$ cat src/rtl/shadow_regbank_pkg.sv
package shadow_regbank_pkg;

  localparam int unsigned ADR_GLOBAL   = 0;
  localparam int unsigned ADR_PROTECT  = 1;
  localparam int unsigned ADR_UPDATE   = 2;
  localparam int unsigned ADR_STATUS   = 3;
  localparam int unsigned ADR_WIN_BASE = 8;

  typedef struct packed {
    logic       hit;
    logic [7:0] win;
    logic [7:0] idx;
  } win_loc_t;

  // Map a word address onto (window, word) inside the window area.
  function automatic win_loc_t locate(input int unsigned addr,
                                      input int unsigned nwin,
                                      input int unsigned nregs,
                                      input int unsigned stride_lg);
    win_loc_t    r;
    int unsigned off;
    r = '0;
    if (addr >= ADR_WIN_BASE) begin
      off = addr - ADR_WIN_BASE;
      if ((off >> stride_lg) < nwin &&
          (off & ((32'd1 << stride_lg) - 1)) < nregs) begin
        r.hit = 1'b1;
        r.win = 8'(off >> stride_lg);
        r.idx = 8'(off & ((32'd1 << stride_lg) - 1));
      end
    end
    return r;
  endfunction

endpackage

$ cat src/rtl/shadow_front_bank.sv
module shadow_front_bank
  import shadow_regbank_pkg::*;
#(
  parameter int unsigned DATA_W   = 32,
  parameter int unsigned NUM_WIN  = 2,
  parameter int unsigned WIN_REGS = 4,
  parameter int unsigned ADDR_W   = 5
) (
  input  logic                         clk,
  input  logic                         rst,
  input  logic                         wr_en,
  input  logic [ADDR_W-1:0]            wr_addr,
  input  logic [DATA_W-1:0]            wr_data,
  input  logic                         rd_en,
  input  logic [ADDR_W-1:0]            rd_addr,
  input  logic [DATA_W-1:0]            prot_word_i,
  input  logic [DATA_W-1:0]            upd_word_i,
  input  logic [DATA_W-1:0]            stat_word_i,
  output logic [DATA_W-1:0]            front_glob_o,
  output logic [NUM_WIN*WIN_REGS*DATA_W-1:0] front_win_o,
  output logic [DATA_W-1:0]            rd_data
);

  localparam int unsigned STRIDE_LG = (WIN_REGS > 1) ? $clog2(WIN_REGS) : 1;
  localparam int unsigned WIN_IW    = (NUM_WIN > 1) ? $clog2(NUM_WIN) : 1;
  localparam int unsigned IDX_IW    = STRIDE_LG;

  logic [DATA_W-1:0] glob_q;
  logic [DATA_W-1:0] win_q [NUM_WIN][WIN_REGS];
  win_loc_t          wloc, rloc;
  logic [DATA_W-1:0] rd_next;

  always_comb wloc = locate(int'(wr_addr), NUM_WIN, WIN_REGS, STRIDE_LG);
  always_comb rloc = locate(int'(rd_addr), NUM_WIN, WIN_REGS, STRIDE_LG);

  always_ff @(posedge clk) begin
    if (rst)
      glob_q <= '0;
    else if (wr_en && wr_addr == ADDR_W'(ADR_GLOBAL))
      glob_q <= wr_data;
  end

  for (genvar w = 0; w < NUM_WIN; w++) begin : g_win
    for (genvar i = 0; i < WIN_REGS; i++) begin : g_word
      always_ff @(posedge clk) begin
        if (rst)
          win_q[w][i] <= '0;
        else if (wr_en && wloc.hit && wloc.win == 8'(w) && wloc.idx == 8'(i))
          win_q[w][i] <= wr_data;
      end
      assign front_win_o[(w*WIN_REGS+i)*DATA_W +: DATA_W] = win_q[w][i];
    end
  end

  assign front_glob_o = glob_q;

  always_comb begin
    rd_next = '0;
    if (rloc.hit)
      rd_next = win_q[rloc.win[WIN_IW-1:0]][rloc.idx[IDX_IW-1:0]];
    else if (rd_addr == ADDR_W'(ADR_GLOBAL))
      rd_next = glob_q;
    else if (rd_addr == ADDR_W'(ADR_PROTECT))
      rd_next = prot_word_i;
    else if (rd_addr == ADDR_W'(ADR_UPDATE))
      rd_next = upd_word_i;
    else if (rd_addr == ADDR_W'(ADR_STATUS))
      rd_next = stat_word_i;
  end

  always_ff @(posedge clk) begin
    if (rst)
      rd_data <= '0;
    else if (rd_en)
      rd_data <= rd_next;
  end

  // an unmapped write leaves the global front word alone
  p_unmapped_quiet_r11: assert property (@(posedge clk) disable iff (rst)
    (wr_en && wr_addr != ADDR_W'(ADR_GLOBAL)) |=> $stable(glob_q));

endmodule

$ cat src/rtl/shadow_xfer_ctrl.sv
module shadow_xfer_ctrl
  import shadow_regbank_pkg::*;
#(
  parameter int unsigned DATA_W  = 32,
  parameter int unsigned NUM_WIN = 2,
  parameter int unsigned ADDR_W  = 5
) (
  input  logic                clk,
  input  logic                rst,
  input  logic                wr_en,
  input  logic [ADDR_W-1:0]   wr_addr,
  input  logic [DATA_W-1:0]   wr_data,
  input  logic                vsync_i,
  output logic                glob_load_o,
  output logic [NUM_WIN-1:0]  win_load_o,
  output logic [NUM_WIN-1:0]  prot_o,
  output logic [DATA_W-1:0]   prot_word_o,
  output logic [DATA_W-1:0]   upd_word_o,
  output logic [DATA_W-1:0]   stat_word_o,
  output logic                vsync_o,
  output logic                done_o
);

  logic               upd_req_q;
  logic [DATA_W-2:0]  upd_rest_q;
  logic [NUM_WIN-1:0] prot_q, held_q;
  logic               vs_q, done_q;
  logic               wr_upd, wr_prot, req_set;

  assign wr_upd  = wr_en && wr_addr == ADDR_W'(ADR_UPDATE);
  assign wr_prot = wr_en && wr_addr == ADDR_W'(ADR_PROTECT);
  assign req_set = wr_upd && wr_data[0];

  assign glob_load_o = vsync_i && upd_req_q;
  assign win_load_o  = {NUM_WIN{vsync_i}} & ~prot_q &
                       ({NUM_WIN{upd_req_q}} | held_q);

  always_ff @(posedge clk) begin
    if (rst) begin
      prot_q     <= '0;
      upd_rest_q <= '0;
      upd_req_q  <= 1'b0;
      held_q     <= '0;
      vs_q       <= 1'b0;
      done_q     <= 1'b0;
    end else begin
      if (wr_prot) prot_q <= wr_data[NUM_WIN-1:0];
      if (wr_upd)  upd_rest_q <= wr_data[DATA_W-1:1];
      if (req_set)      upd_req_q <= 1'b1;
      else if (vsync_i) upd_req_q <= 1'b0;
      if (vsync_i)
        held_q <= (held_q & ~win_load_o) | ({NUM_WIN{upd_req_q}} & prot_q);
      vs_q   <= vsync_i;
      done_q <= glob_load_o | (|win_load_o);
    end
  end

  assign prot_o      = prot_q;
  assign prot_word_o = DATA_W'(prot_q);
  assign upd_word_o  = {upd_rest_q, upd_req_q};
  assign stat_word_o = DATA_W'({held_q, upd_req_q});
  assign vsync_o     = vs_q;
  assign done_o      = done_q;

  // request drops after a vsync unless re-armed on that clock
  p_req_clear_r7: assert property (@(posedge clk) disable iff (rst)
    (vsync_i && !req_set) |=> !upd_req_q);

  // a done pulse only ever follows a vsync
  p_done_cause_r10: assert property (@(posedge clk) disable iff (rst)
    done_q |-> $past(vsync_i));

  for (genvar w = 0; w < NUM_WIN; w++) begin : g_chk
    // an unprotected held window is released by the vsync
    p_held_release_r6: assert property (@(posedge clk) disable iff (rst)
      (vsync_i && held_q[w] && !prot_q[w]) |=> !held_q[w]);
    // a window only becomes held while it is protected
    p_held_needs_prot_r5: assert property (@(posedge clk) disable iff (rst)
      $rose(held_q[w]) |-> $past(prot_q[w]));
  end

endmodule

$ cat src/rtl/shadow_active_bank.sv
module shadow_active_bank #(
  parameter int unsigned DATA_W   = 32,
  parameter int unsigned NUM_WIN  = 2,
  parameter int unsigned WIN_REGS = 4
) (
  input  logic                               clk,
  input  logic                               rst,
  input  logic                               glob_load_i,
  input  logic [NUM_WIN-1:0]                 win_load_i,
  input  logic [DATA_W-1:0]                  front_glob_i,
  input  logic [NUM_WIN*WIN_REGS*DATA_W-1:0] front_win_i,
  output logic [DATA_W-1:0]                  act_glob_o,
  output logic [NUM_WIN*WIN_REGS*DATA_W-1:0] act_win_o,
  output logic [NUM_WIN-1:0]                 win_on_o
);

  localparam int unsigned WIN_BITS = WIN_REGS * DATA_W;

  always_ff @(posedge clk) begin
    if (rst)              act_glob_o <= '0;
    else if (glob_load_i) act_glob_o <= front_glob_i;
  end

  // global word holds without a load
  p_glob_hold_r4: assert property (@(posedge clk) disable iff (rst)
    !glob_load_i |=> $stable(act_glob_o));

  for (genvar w = 0; w < NUM_WIN; w++) begin : g_win
    always_ff @(posedge clk) begin
      if (rst)
        act_win_o[w*WIN_BITS +: WIN_BITS] <= '0;
      else if (win_load_i[w])
        act_win_o[w*WIN_BITS +: WIN_BITS] <= front_win_i[w*WIN_BITS +: WIN_BITS];
    end
    assign win_on_o[w] = act_win_o[w*WIN_BITS];

    // a load captures the front words present at the vsync edge
    p_win_copy_r3: assert property (@(posedge clk) disable iff (rst)
      win_load_i[w] |=> act_win_o[w*WIN_BITS +: WIN_BITS] ==
                        $past(front_win_i[w*WIN_BITS +: WIN_BITS]));
    // without a load the window image is frozen
    p_win_hold_r4: assert property (@(posedge clk) disable iff (rst)
      !win_load_i[w] |=> $stable(act_win_o[w*WIN_BITS +: WIN_BITS]));
  end

endmodule

$ cat src/rtl/shadow_regbank.sv
module shadow_regbank #(
  parameter int unsigned DATA_W   = 32,
  parameter int unsigned NUM_WIN  = 2,
  parameter int unsigned WIN_REGS = 4,
  parameter int unsigned ADDR_W   = 5
) (
  input  logic                               clk,
  input  logic                               rst,
  input  logic                               wr_en,
  input  logic [ADDR_W-1:0]                  wr_addr,
  input  logic [DATA_W-1:0]                  wr_data,
  input  logic                               rd_en,
  input  logic [ADDR_W-1:0]                  rd_addr,
  output logic [DATA_W-1:0]                  rd_data,
  input  logic                               vsync_i,
  output logic                               vsync_o,
  output logic                               update_done_o,
  output logic [DATA_W-1:0]                  act_glob_o,
  output logic [NUM_WIN*WIN_REGS*DATA_W-1:0] act_win_o,
  output logic [NUM_WIN-1:0]                 win_on_o
);

  localparam int unsigned WIN_BITS = WIN_REGS * DATA_W;

  logic [DATA_W-1:0]          front_glob;
  logic [NUM_WIN*WIN_BITS-1:0] front_win;
  logic                       glob_load;
  logic [NUM_WIN-1:0]         win_load, prot;
  logic [DATA_W-1:0]          prot_word, upd_word, stat_word;

  shadow_xfer_ctrl #(.DATA_W(DATA_W), .NUM_WIN(NUM_WIN), .ADDR_W(ADDR_W)) u_ctrl (
    .clk(clk), .rst(rst), .wr_en(wr_en), .wr_addr(wr_addr), .wr_data(wr_data),
    .vsync_i(vsync_i), .glob_load_o(glob_load), .win_load_o(win_load),
    .prot_o(prot), .prot_word_o(prot_word), .upd_word_o(upd_word),
    .stat_word_o(stat_word), .vsync_o(vsync_o), .done_o(update_done_o));

  shadow_front_bank #(.DATA_W(DATA_W), .NUM_WIN(NUM_WIN), .WIN_REGS(WIN_REGS),
                      .ADDR_W(ADDR_W)) u_front (
    .clk(clk), .rst(rst), .wr_en(wr_en), .wr_addr(wr_addr), .wr_data(wr_data),
    .rd_en(rd_en), .rd_addr(rd_addr), .prot_word_i(prot_word),
    .upd_word_i(upd_word), .stat_word_i(stat_word),
    .front_glob_o(front_glob), .front_win_o(front_win), .rd_data(rd_data));

  shadow_active_bank #(.DATA_W(DATA_W), .NUM_WIN(NUM_WIN), .WIN_REGS(WIN_REGS)) u_act (
    .clk(clk), .rst(rst), .glob_load_i(glob_load), .win_load_i(win_load),
    .front_glob_i(front_glob), .front_win_i(front_win),
    .act_glob_o(act_glob_o), .act_win_o(act_win_o), .win_on_o(win_on_o));

  for (genvar w = 0; w < NUM_WIN; w++) begin : g_chk
    // a protected window keeps its image across the vsync
    p_protect_hold_r5: assert property (@(posedge clk) disable iff (rst)
      (vsync_i && prot[w]) |=> $stable(act_win_o[w*WIN_BITS +: WIN_BITS]));
    // a window only switches off right after a vsync
    p_off_at_vsync_r9: assert property (@(posedge clk) disable iff (rst)
      $fell(win_on_o[w]) |-> $past(vsync_i));
  end

  // the vsync copy is exactly one clock late
  p_vsync_delay_r10: assert property (@(posedge clk) disable iff (rst)
    vsync_i |=> vsync_o);

endmodule

$ cat config.mk
export PLATFORM = sky130hd
export DESIGN_NAME = shadow_regbank
export DESIGN_NICKNAME = d
export VERILOG_FILES = /design/src/rtl/shadow_regbank_pkg.sv /design/src/rtl/shadow_front_bank.sv /design/src/rtl/shadow_xfer_ctrl.sv /design/src/rtl/shadow_active_bank.sv /design/src/rtl/shadow_regbank.sv
export SDC_FILE = /design/constraint.sdc
export NUM_CORES = 1
export LEC_CHECK = 0
export ABC_AREA = 1
export BUFFER_PORTS_ARGS = -buffer_cell sky130_fd_sc_hd__buf_2
export CORE_MARGIN = 2
export CORE_UTILIZATION = 35
export CTS_BUF_LIST = sky130_fd_sc_hd__clkbuf_8 sky130_fd_sc_hd__clkbuf_16
export CTS_CLUSTER_SIZE = 10
export DETAILED_ROUTE_END_ITERATION = 6
export GPL_ROUTABILITY_DRIVEN = 0
export HOLD_SLACK_MARGIN = 0.06
export PLACE_DENSITY = 0.53
export REMOVE_ABC_BUFFERS = 1
export SYNTH_ARGS = -nofsm -noshare
export SYNTH_HDL_FRONTEND = slang
export SYNTH_SLANG_ARGS = --single-unit
$ cat constraint.sdc
create_clock -name clk -period 9.2 [get_ports clk]
set_input_delay 1.84 -clock clk [delete_from_list [all_inputs] [get_ports clk]]
set_output_delay 1.84 -clock clk [all_outputs]
set_load 0.05 [all_outputs]
# After elaboration in Yosys (flattened, before gate mapping)

Memory sizes are Yosys's and may differ from the RTL's. A register that Yosys moved wholly into a read port is not among the register bits.
Index checks and enable logic that the tools add are counted.

$add $sub $neg: 2
Multiply operators: 0
Div/mod/pow operators: 0
Magnitude comparators: 7
Eq/ne operators: 9
Shifts and indexed selects: 0
Mux-type cells: 48
Bitwise gates (word level): 18
Reduce and logical (&&, ||, !) cells: 24

Operators by type and width:

| cell                | number |
|---|---|
| $mux 32             | 14 |
| $mux 17             | 4 |
| $bmux 32 s2         | 1 |
| $lt 30x2->1 const B | 2 |
| $mux 1              | 28 |
| $logic_and 1x1->1   | 18 |
| $eq 8x1->1 const B  | 2 |
| $eq 8x2->1 const B  | 2 |
| $logic_not 8->1     | 2 |
| $eq 5x2->1 const B  | 3 |
| $sub 5x4->6 const B | 2 |
| $eq 5x1->1 const B  | 2 |
| $ge 5x4->1 const B  | 2 |
| $logic_not 5->1     | 2 |
| $or 1x1->1          | 9 |
| $and 2x2->2         | 4 |
| $lt 2x3->1 const B  | 2 |
| $not 2->2           | 2 |
| $or 2x2->2          | 2 |
| $ge 3x3->1 const B  | 1 |
| $mux 3              | 1 |
| $not 2->3           | 1 |
| $reduce_bool 2->1   | 1 |
| $reduce_or 2->1     | 1 |

Flip-flop bits (word level): 134
Bits in latches: 0
Bits in writable memories: 256
Memory bits (read-only): 0
Input bits: 47
Output and inout port bits: 324
Word-level logic and storage cells: 118
Memories: 1

Memories:

| memory        | depth | bits a word | rd ports | clocked after Yosys merged registers in | write ports | line                    | RTL |
|---|---|---|---|---|---|---|---|
| u_front.win_q | 2     | 128         | 3        | 2                                       | 2           | shadow_front_bank.sv:29 | `logic [DATA_W-1:0] win_q [NUM_WIN][WIN_REGS];` |

# Logic depth before layout (Yosys ltp)

Gate-level depths: netlist of the first run.

Depth after elaboration: 12
Depth in mapped cells: 12
Mapped depth without buffers: 10

# Hierarchy

A second synthesis of the first run with hierarchy kept.

Cells, all modules: 4070
Area, all modules: 29724.8 µm²

Modules (own cells, without submodules):

| module             | instances | cells an instance | area an instance (µm²) | sequential area each (µm²) |
|---|---|---|---|---|
| shadow_front_bank  | 1         | 1868              | 15671.3                | 8968.6 |
| shadow_active_bank | 1         | 1825              | 11677.4                | 5765.5 |
| shadow_xfer_ctrl   | 1         | 377               | 2376.0                 | 760.7 |

# Least setup slack after synthesis of the first run

OpenSTA, ideal clock, no wires.

Kind: input to register
From: input port wr_addr[4]
To: memory u_front.win_q[1][64] (netlist name), enable pin
Library setup time: 0.470 ns
Arrival: 4.860 ns
Required time: 8.730 ns
Path slack: 3.870 ns
Stages: 5
Path buffers: 0
Cells stage by stage: inv_1 > ha_1 > o211a_1 > nand3_1 > o31ai_1

RTL lines:

| what               | line                    | RTL |
|---|---|---|
| start: declaration | shadow_regbank.sv:10    | `input logic [ADDR_W-1:0] wr_addr,` |
| end: declaration   | shadow_front_bank.sv:29 |  |

# Final worst setup path of the first run

From: input port rd_addr[2]
To: register u_front.rd_data[8]

Cells in the longest elaborated chain, start to end: 10
Elaborated cells between the ends (all ways): 18
Classes of those cells: add/sub: 1; order compare: 2; eq/ne: 2; mux: 9; bitwise: 1; reduce/logical: 2; memory: 1

RTL lines:

| what                                       | line                     | RTL |
|---|---|---|
| start: declaration                         | shadow_regbank.sv:13     | `input logic [ADDR_W-1:0] rd_addr,` |
| $sub 5x4->6                                | shadow_regbank_pkg.sv:24 | `off = addr - ADR_WIN_BASE;` |
| $lt 30x2->1                                | shadow_regbank_pkg.sv:25 | `if ((off >> stride_lg) < nwin &&` |
| $logic_and 1x1->1                          | shadow_regbank_pkg.sv:25 |  |
| $mux 17                                    | shadow_regbank_pkg.sv:25 |  |
| $mux 17                                    | shadow_regbank_pkg.sv:23 | `if (addr >= ADR_WIN_BASE) begin` |
| $mem_v2 2x128 or $not 2->3 (tied branches) | -                        |  |
| $bmux 32 s2                                | shadow_front_bank.sv:60  | `rd_next = win_q[rloc.win[WIN_IW-1:0]][rloc.idx[IDX_IW-1:0]];` |
| $mux 32 (implied by the code) (2 in a row) | shadow_front_bank.sv:60  |  |
| $mux 32 *                                  | shadow_front_bank.sv:59  | `if (rloc.hit)` |
| end signal: assignment                     | shadow_front_bank.sv:75  | `rd_data <= rd_next;` |
| end: declaration                           | shadow_front_bank.sv:21  | `output logic [DATA_W-1:0] rd_data` |

Mark *: on every way between the ends. The rest lies on a longest branch, timed or not. The select of a mux whose other input is x is not followed.
A chain may end at the register's enable or synchronous reset.

==> flow_metrics.tcl, run 1 <==
set metrics [dict create \
    timing.hold.worst.class "flip-flop to flip-flop" \
    clock_sinks 646 \
    top_achievable_clock_speed_ghz 0.2319 \
    fillers 7387 \
    combinational_family_with_the_most_area_after_synthesis "simple AND/OR/NAND/NOR gates" \
    cap_violations 0 \
    vdd_drop_max_v 0.0001184 \
    clock_tree.root_cell "sky130_fd_sc_hd__clkbuf_16" \
    worstPathRequired_ns 9.70 \
    final-instance-count-excl-fill 4293 \
    grt_max_degree 173 \
    post_synth.cell_area_avg_sq_um 8.548 \
    finalHoldViolCount 0 \
    num_rows 99 \
    detail_route.wirelength_mm 92.00 \
    run_status "finished clean" \
    share_of_synthesized_area_occupied_by_flip_flops_and_latches_pct 60.44 \
    synthesis.yosys.warnings 0 \
    slew_headroom_pct 21.03 \
    final-setup-viol-count 0 \
    synth_xor_xnor_area_share_pct 0 \
    timing_worst_setup_path_type "primary input to flip-flop" \
    dp_hpwl_mm 53.19 \
    yosys.area.top_type "sky130_fd_sc_hd__dfxtp_1" \
    post_drt_wl_per_cell_um 21.43 \
    postSynthRegisterBits 646 \
    cts_buffers 77 \
    post-route-worst-setup-slack_ns 4.888 \
    dp_slack_ns 4.357 \
    tightest_slew_ns 1.185 \
    post_synth_fa_ha_maj_area_fraction_pct 0.09761 \
    post-cts-setup-buffer-count 0 \
    first_global_vias 19930 \
    pwr_density_cell_nw_per_um2 205.3 \
    layout.nets 3324 \
    timing.critical_path.from_type "primary input" \
    pin_count 371 \
    final_util_pct 41.98 \
    ys_async_sr_fraction_pct 0 \
    clock_skew_ns 0.02730 \
    grt_pass1_wl_mm 131.9 \
    worstSetupEndpointType "flip-flop" \
    crit_path_max_fanout 73 \
    die_h_um 274.6 \
    cts_buffer_depth 3 \
    input_output_buffers 370 \
    post_synth_instance_area_sq_um 25640 \
    detail_route.first_pass.iterations 6 \
    cts_htree_levels 3 \
    report.final.slew_viol_count 0 \
    number_of_antenna_violations_at_the_first_check_in_global_routing 3 \
    path_clk_slew_ns 0.06 \
    setup_total_negative_slack_ns 0 \
    grt_util_all_layers_pct 23.75 \
    clk_latency_ns 0.61 \
    layout-area-overhead-vs-synth_pct 19.06 \
    hold_buffers 0 \
    postRouteAntennaNets 0 \
    yosys.area_share.simple_pct 19.39 \
    design.core.area_sq_um 72710 \
    initial_core_util_pct 35.26 \
    dominantRegCellSynth "sky130_fd_sc_hd__dfxtp_1" \
    postCtsResizedCells 0 \
    mux_share_of_post_synthesis_cell_area_pct 0 \
    clock_tree_from_tritoncts "yes" \
    per_cell_via_count_in_the_routed_design 5.027 \
    dieArea_sq_um 75430 \
    post-route-period-util_pct 46.86 \
    setup_repair_after_global_routing_missed_its_margin "false" \
    detailedRoute.firstIterationViolations 1849 \
    postPlaceCellArea_sq_um 28240 \
    die_w_um 274.6 \
    drive_above_1_share_pct 16.60 \
    post-route-drc-count 0 \
    synth_area_leaders "sky130_fd_sc_hd__dfxtp_1 (30%), sky130_fd_sc_hd__edfxtp_1 (30%), sky130_fd_sc_hd__nor2_1 (13%), sky130_fd_sc_hd__o21ai_0 (8.7%), sky130_fd_sc_hd__nand2_1 (4.3%)" \
    period_minus_slack_ns 4.312 \
    synth_cells 2999 \
    grt.overflow.total 0 \
    post_synth_num_cell_types 26 \
    number_of_enable_type_register_cells_in_the_synthesized_netlist 256 \
    synth_top_area_share_pct 30.46 \
    place_inst 4155 \
    final_cell_area_sq_um 30520 \
    total_leakage_power_nw 13.69 \
    route.vias.total 21580 \
    layout.cells.most_common "sky130_fd_sc_hd__nor2_1" \
    synth_compound_gate_area_share_pct 13.67 \
    worst_ep_arrival_time_ns 4.81 \
    final_cell_mix "sky130_fd_sc_hd__nor2_1 (916), sky130_fd_sc_hd__o21ai_0 (445), sky130_fd_sc_hd__dfxtp_1 (390)" \
]
synthesized netlist by cell type, types with 2 or more instances:
master	instances
sky130_fd_sc_hd__nand4_1	9
sky130_fd_sc_hd__a21oi_1	153
sky130_fd_sc_hd__ha_1	2
sky130_fd_sc_hd__clkbuf_1	148
sky130_fd_sc_hd__nor2_1	919
sky130_fd_sc_hd__inv_1	162
sky130_fd_sc_hd__clkinv_1	33
sky130_fd_sc_hd__dfxtp_1	390
sky130_fd_sc_hd__inv_2	5
sky130_fd_sc_hd__o21ai_0	447
sky130_fd_sc_hd__buf_6	7
sky130_fd_sc_hd__nor3_1	3
sky130_fd_sc_hd__nand2_1	292
sky130_fd_sc_hd__edfxtp_1	256
sky130_fd_sc_hd__buf_1	4
sky130_fd_sc_hd__o31ai_1	2
sky130_fd_sc_hd__nor2_2	2
sky130_fd_sc_hd__o211ai_2	28
sky130_fd_sc_hd__nand3_1	66
sky130_fd_sc_hd__buf_2	39
sky130_fd_sc_hd__buf_4	6
sky130_fd_sc_hd__o21ai_1	22
power breakdown:
part	internal, mW	leakage (nW)	total, mW	switching [mW]
registers	3.05	5.58	3.10	0.0425
clock network	1.60	1.29	2.78	1.18
logic	0.0865	6.81	0.385	0.298
final cells by class:
type / count / area (sq um) / area share [%]
Sequential cell: 646 / 15490 / 50.77
Multi-Input combinational cell: 1949 / 8690 / 28.47
Timing Repair Buffer: 401 / 2087 / 6.838
Clock buffer: 86 / 2085 / 6.830
Tap cell: 959 / 1200 / 3.931
Inverter: 200 / 765.7 / 2.509
Clock inverter: 50 / 195.2 / 0.6395
Antenna cell: 2 / 5.005 / 0.01640
state kept, by name (all words and copies together), names as in the netlist:
| register | cells |
|---|---|
| u_act.act_win_o | 256 |
| u_front.win_q | 256 |
| u_act.act_glob_o | 32 |
| u_front.front_glob_o | 32 |
| u_front.rd_data | 32 |
| u_ctrl.upd_rest_q | 31 |
| u_ctrl.held_q | 2 |
| u_ctrl.prot_o | 2 |
| u_ctrl.done_o | 1 |
| u_ctrl.upd_req_q | 1 |
| u_ctrl.vsync_o | 1 |
kinds of logic (layout without fill, tap and decap cells):
| kind of cell | after synthesis | count (layout) |
|---|---|---|
| compound gates | 655 | 655 |
| fa+ha+maj | 2 | 2 |
| other cells | 0 | 2 |
| simple gates | 1292 | 1292 |
| buf+inv | 404 | 737 |
| flops | 646 | 646 |
per-stage QoR:
step / power (mW) / hold slack [ns]
2_1_floorplan: 3.379 / 0.4266
3_3_place_gp: 3.538 / 0.4355
3_5_place_dp: 3.539 / 0.4419
4_1_cts: 6.310 / 0.4496
5_1_grt: 6.474 / 0.4593
6_report: 6.265 / 0.4482
final timing paths:
check	from	to	slack, ns	cells past startpoint
setup / recovery	rd_addr[2]	u_front.rd_data[8]	4.89	10
hold / removal	u_ctrl.upd_rest_q[11]	u_ctrl.upd_rest_q[11]	0.45	2
setup reg to reg	u_ctrl.upd_req_q	u_act.act_win_o[231]	6.42	7
hold reg to reg	u_ctrl.upd_rest_q[11]	u_ctrl.upd_rest_q[11]	0.45	2
metal layers:
| metal | global-route usage [%] | vias to the layer above | part of all wire (%) |
|---|---|---|---|
| li1 | - | 10330 | - |
| met4 | 6.078 | 2 | 1.9 |
| met5 | 0 | - | 0.0098 |
| met3 | 3.587 | 120 | 7.6 |
| met2 | 38.59 | 859 | 47 |
| met1 | 33.13 | 10270 | 44 |
worst max-delay path, cell delays in order:
cell	delay, ns
sky130_fd_sc_hd__buf_4	0.47
sky130_fd_sc_hd__buf_4	0.60
sky130_fd_sc_hd__nand3_4	0.51
sky130_fd_sc_hd__buf_4	0.53
sky130_fd_sc_hd__o21ai_0	0.31
sky130_fd_sc_hd__o21ai_0	0.11
sky130_fd_sc_hd__nand2_1	0.09
sky130_fd_sc_hd__nand3_1	0.08
sky130_fd_sc_hd__nand2_1	0.07
sky130_fd_sc_hd__inv_1	0.04
No activity file was read; power rests on OpenSTA's default activity.
==> run 2: changes to the inputs <==
clock period = 4 ns   (was 9.2 ns; I/O delays follow)
==> run 2 against run 1 <==
Critical path type unchanged. Flip-flop and latch count unchanged. Via count down 0.80%. Worst hold slack worse by 0.056 ns. Die area unchanged. Largest cell class unchanged. Combinational power up 130%. Global-route usage about the same. Critical endpoint is now u_front.win_q[1][57]. Clock-buffer cell count down 1. Clock skew up 0.015 ns.
==> flow_metrics.tcl, run 2 (synthesis gave the netlist of run 1 again) <==
set metrics [dict create \
    run_status "finished clean" \
    detail_route.first_pass.iterations 7 \
    die_w_um 274.6 \
    initial_core_util_pct 35.26 \
    cts_buffer_depth 3 \
    total_leakage_power_nw 13.79 \
    setup_repair_after_global_routing_missed_its_margin "false" \
    final-setup-viol-count 0 \
    layout.nets 3334 \
    dp_hpwl_mm 55.65 \
    layout-area-overhead-vs-synth_pct 19.95 \
    clock_skew_ns 0.04260 \
    clock_tree.root_cell "sky130_fd_sc_hd__clkbuf_16" \
    clk_latency_ns 0.64 \
    pin_count 371 \
    number_of_antenna_violations_at_the_first_check_in_global_routing 9 \
    tightest_slew_ns 1.133 \
    post-route-drc-count 0 \
    timing.hold.worst.class "primary input to flip-flop" \
    postCtsResizedCells 0 \
    p_total_mw 14.46 \
    grt_util_all_layers_pct 23.77 \
    final_cell_mix "sky130_fd_sc_hd__nor2_1 (916), sky130_fd_sc_hd__o21ai_0 (445), sky130_fd_sc_hd__dfxtp_1 (390)" \
    first_global_vias 20220 \
    input_output_buffers 370 \
    num_rows 99 \
    path_clk_slew_ns 0.06 \
    top_achievable_clock_speed_ghz 0.3740 \
    hold_slack_ns 0.3923 \
    per_cell_via_count_in_the_routed_design 4.971 \
    slew_headroom_pct 24.44 \
    crit_path_max_fanout 32 \
    vdd_drop_max_v 0.0002649 \
    multi_input_area_sq_um 8690 \
    final_cell_area_sq_um 30750 \
    cts_buffers 77 \
    grt.overflow.total 0 \
    design.core.area_sq_um 72710 \
    detailedRoute.firstIterationViolations 1979 \
    regArea_sq_um 15490 \
    dieArea_sq_um 75430 \
    cap_violations 0 \
    timing_worst_setup_path_type "primary input to flip-flop" \
    post-route-period-util_pct 66.84 \
    worstPathRequired_ns 4.44 \
    setup_total_negative_slack_ns 0 \
    period_minus_slack_ns 2.674 \
    finalHoldViolCount 0 \
    clock_sinks 646 \
    layout.cells.most_common "sky130_fd_sc_hd__nor2_1" \
    worst_ep_arrival_time_ns 3.11 \
    detail_route.wirelength_mm 91.06 \
    fillers 7292 \
    largest_registers "u_act.act_win_o: 256 flops, u_front.win_q: 256 flops" \
    postRouteAntennaNets 0 \
    clock_tree_from_tritoncts "yes" \
    grt_pass1_wl_mm 131.9 \
    die_h_um 274.6 \
    pwr_density_cell_nw_per_um2 470.2 \
    worstSetupEndpointType "flip-flop" \
    cts_htree_levels 3 \
    hold_buffers 0 \
    route.vias.total 21410 \
    post-cts-setup-buffer-count 0 \
    post_drt_wl_per_cell_um 21.15 \
    grt_max_degree 149 \
    timing.critical_path.from_type "primary input" \
    final_util_pct 42.29 \
    report.final.slew_viol_count 0 \
    postPlaceCellArea_sq_um 28440 \
    drive_above_1_share_pct 16.90 \
]
run 2: critical path, stage by stage:
cell and delay, ns:
sky130_fd_sc_hd__buf_2 0.12, sky130_fd_sc_hd__inv_1 0.06, sky130_fd_sc_hd__ha_1 0.27, sky130_fd_sc_hd__o211a_1 0.20, sky130_fd_sc_hd__nand3_1 0.23, sky130_fd_sc_hd__inv_1 0.35, sky130_fd_sc_hd__nand3_2 0.76, sky130_fd_sc_hd__nor2_1 0.32
run 2: path summary, 6_finish.rpt:
check	start	cells after the start	slack [ns]	end
setup reg to reg	u_ctrl.upd_req_q	4	1.92	u_act.act_win_o[104]
setup / recovery	wr_addr[3]	8	1.33	u_front.win_q[1][57]
hold / removal	vsync_i	2	0.39	u_ctrl.held_q[1]
hold reg to reg	u_ctrl.upd_rest_q[7]	2	0.45	u_ctrl.upd_rest_q[7]
run 2: layer usage:
layer  global-route usage [%]  vias to the layer above  share of wire, %
met3                    4.513                      139               7.2
met2                    37.27                      722                45
met4                    7.466                       12               2.5
li1                         -                    10350                 -
met1                    33.13                    10180                45
met5                        0                        -             0.088
run 2: stage by stage:
stage / cells / worst slack (ns)
after floorplan: 2795 / -1.952
after global placement: 4165 / 0.7859
after detailed placement: 4165 / 0.6826
after CTS: 4302 / 1.361
after global routing: 4305 / 1.119
final: 4306 / 1.326
run 2: layout make-up:
cell class	instances	share of cell area [%]
clock inverters	52	0.7568
flip-flops and latches	646	50.39
inverters	200	2.490
clock buffers	85	6.734
multi-input cells	1949	28.26
well taps	959	3.902
repair buffers	411	7.438
diodes	4	0.03255
run 2: report_power, final:
| group | internal [mW] | switching [mW] |
|---|---|---|
| combinational | 0.210 | 0.693 |
| sequential | 7.02 | 0.107 |
| clock | 3.68 | 2.75 |
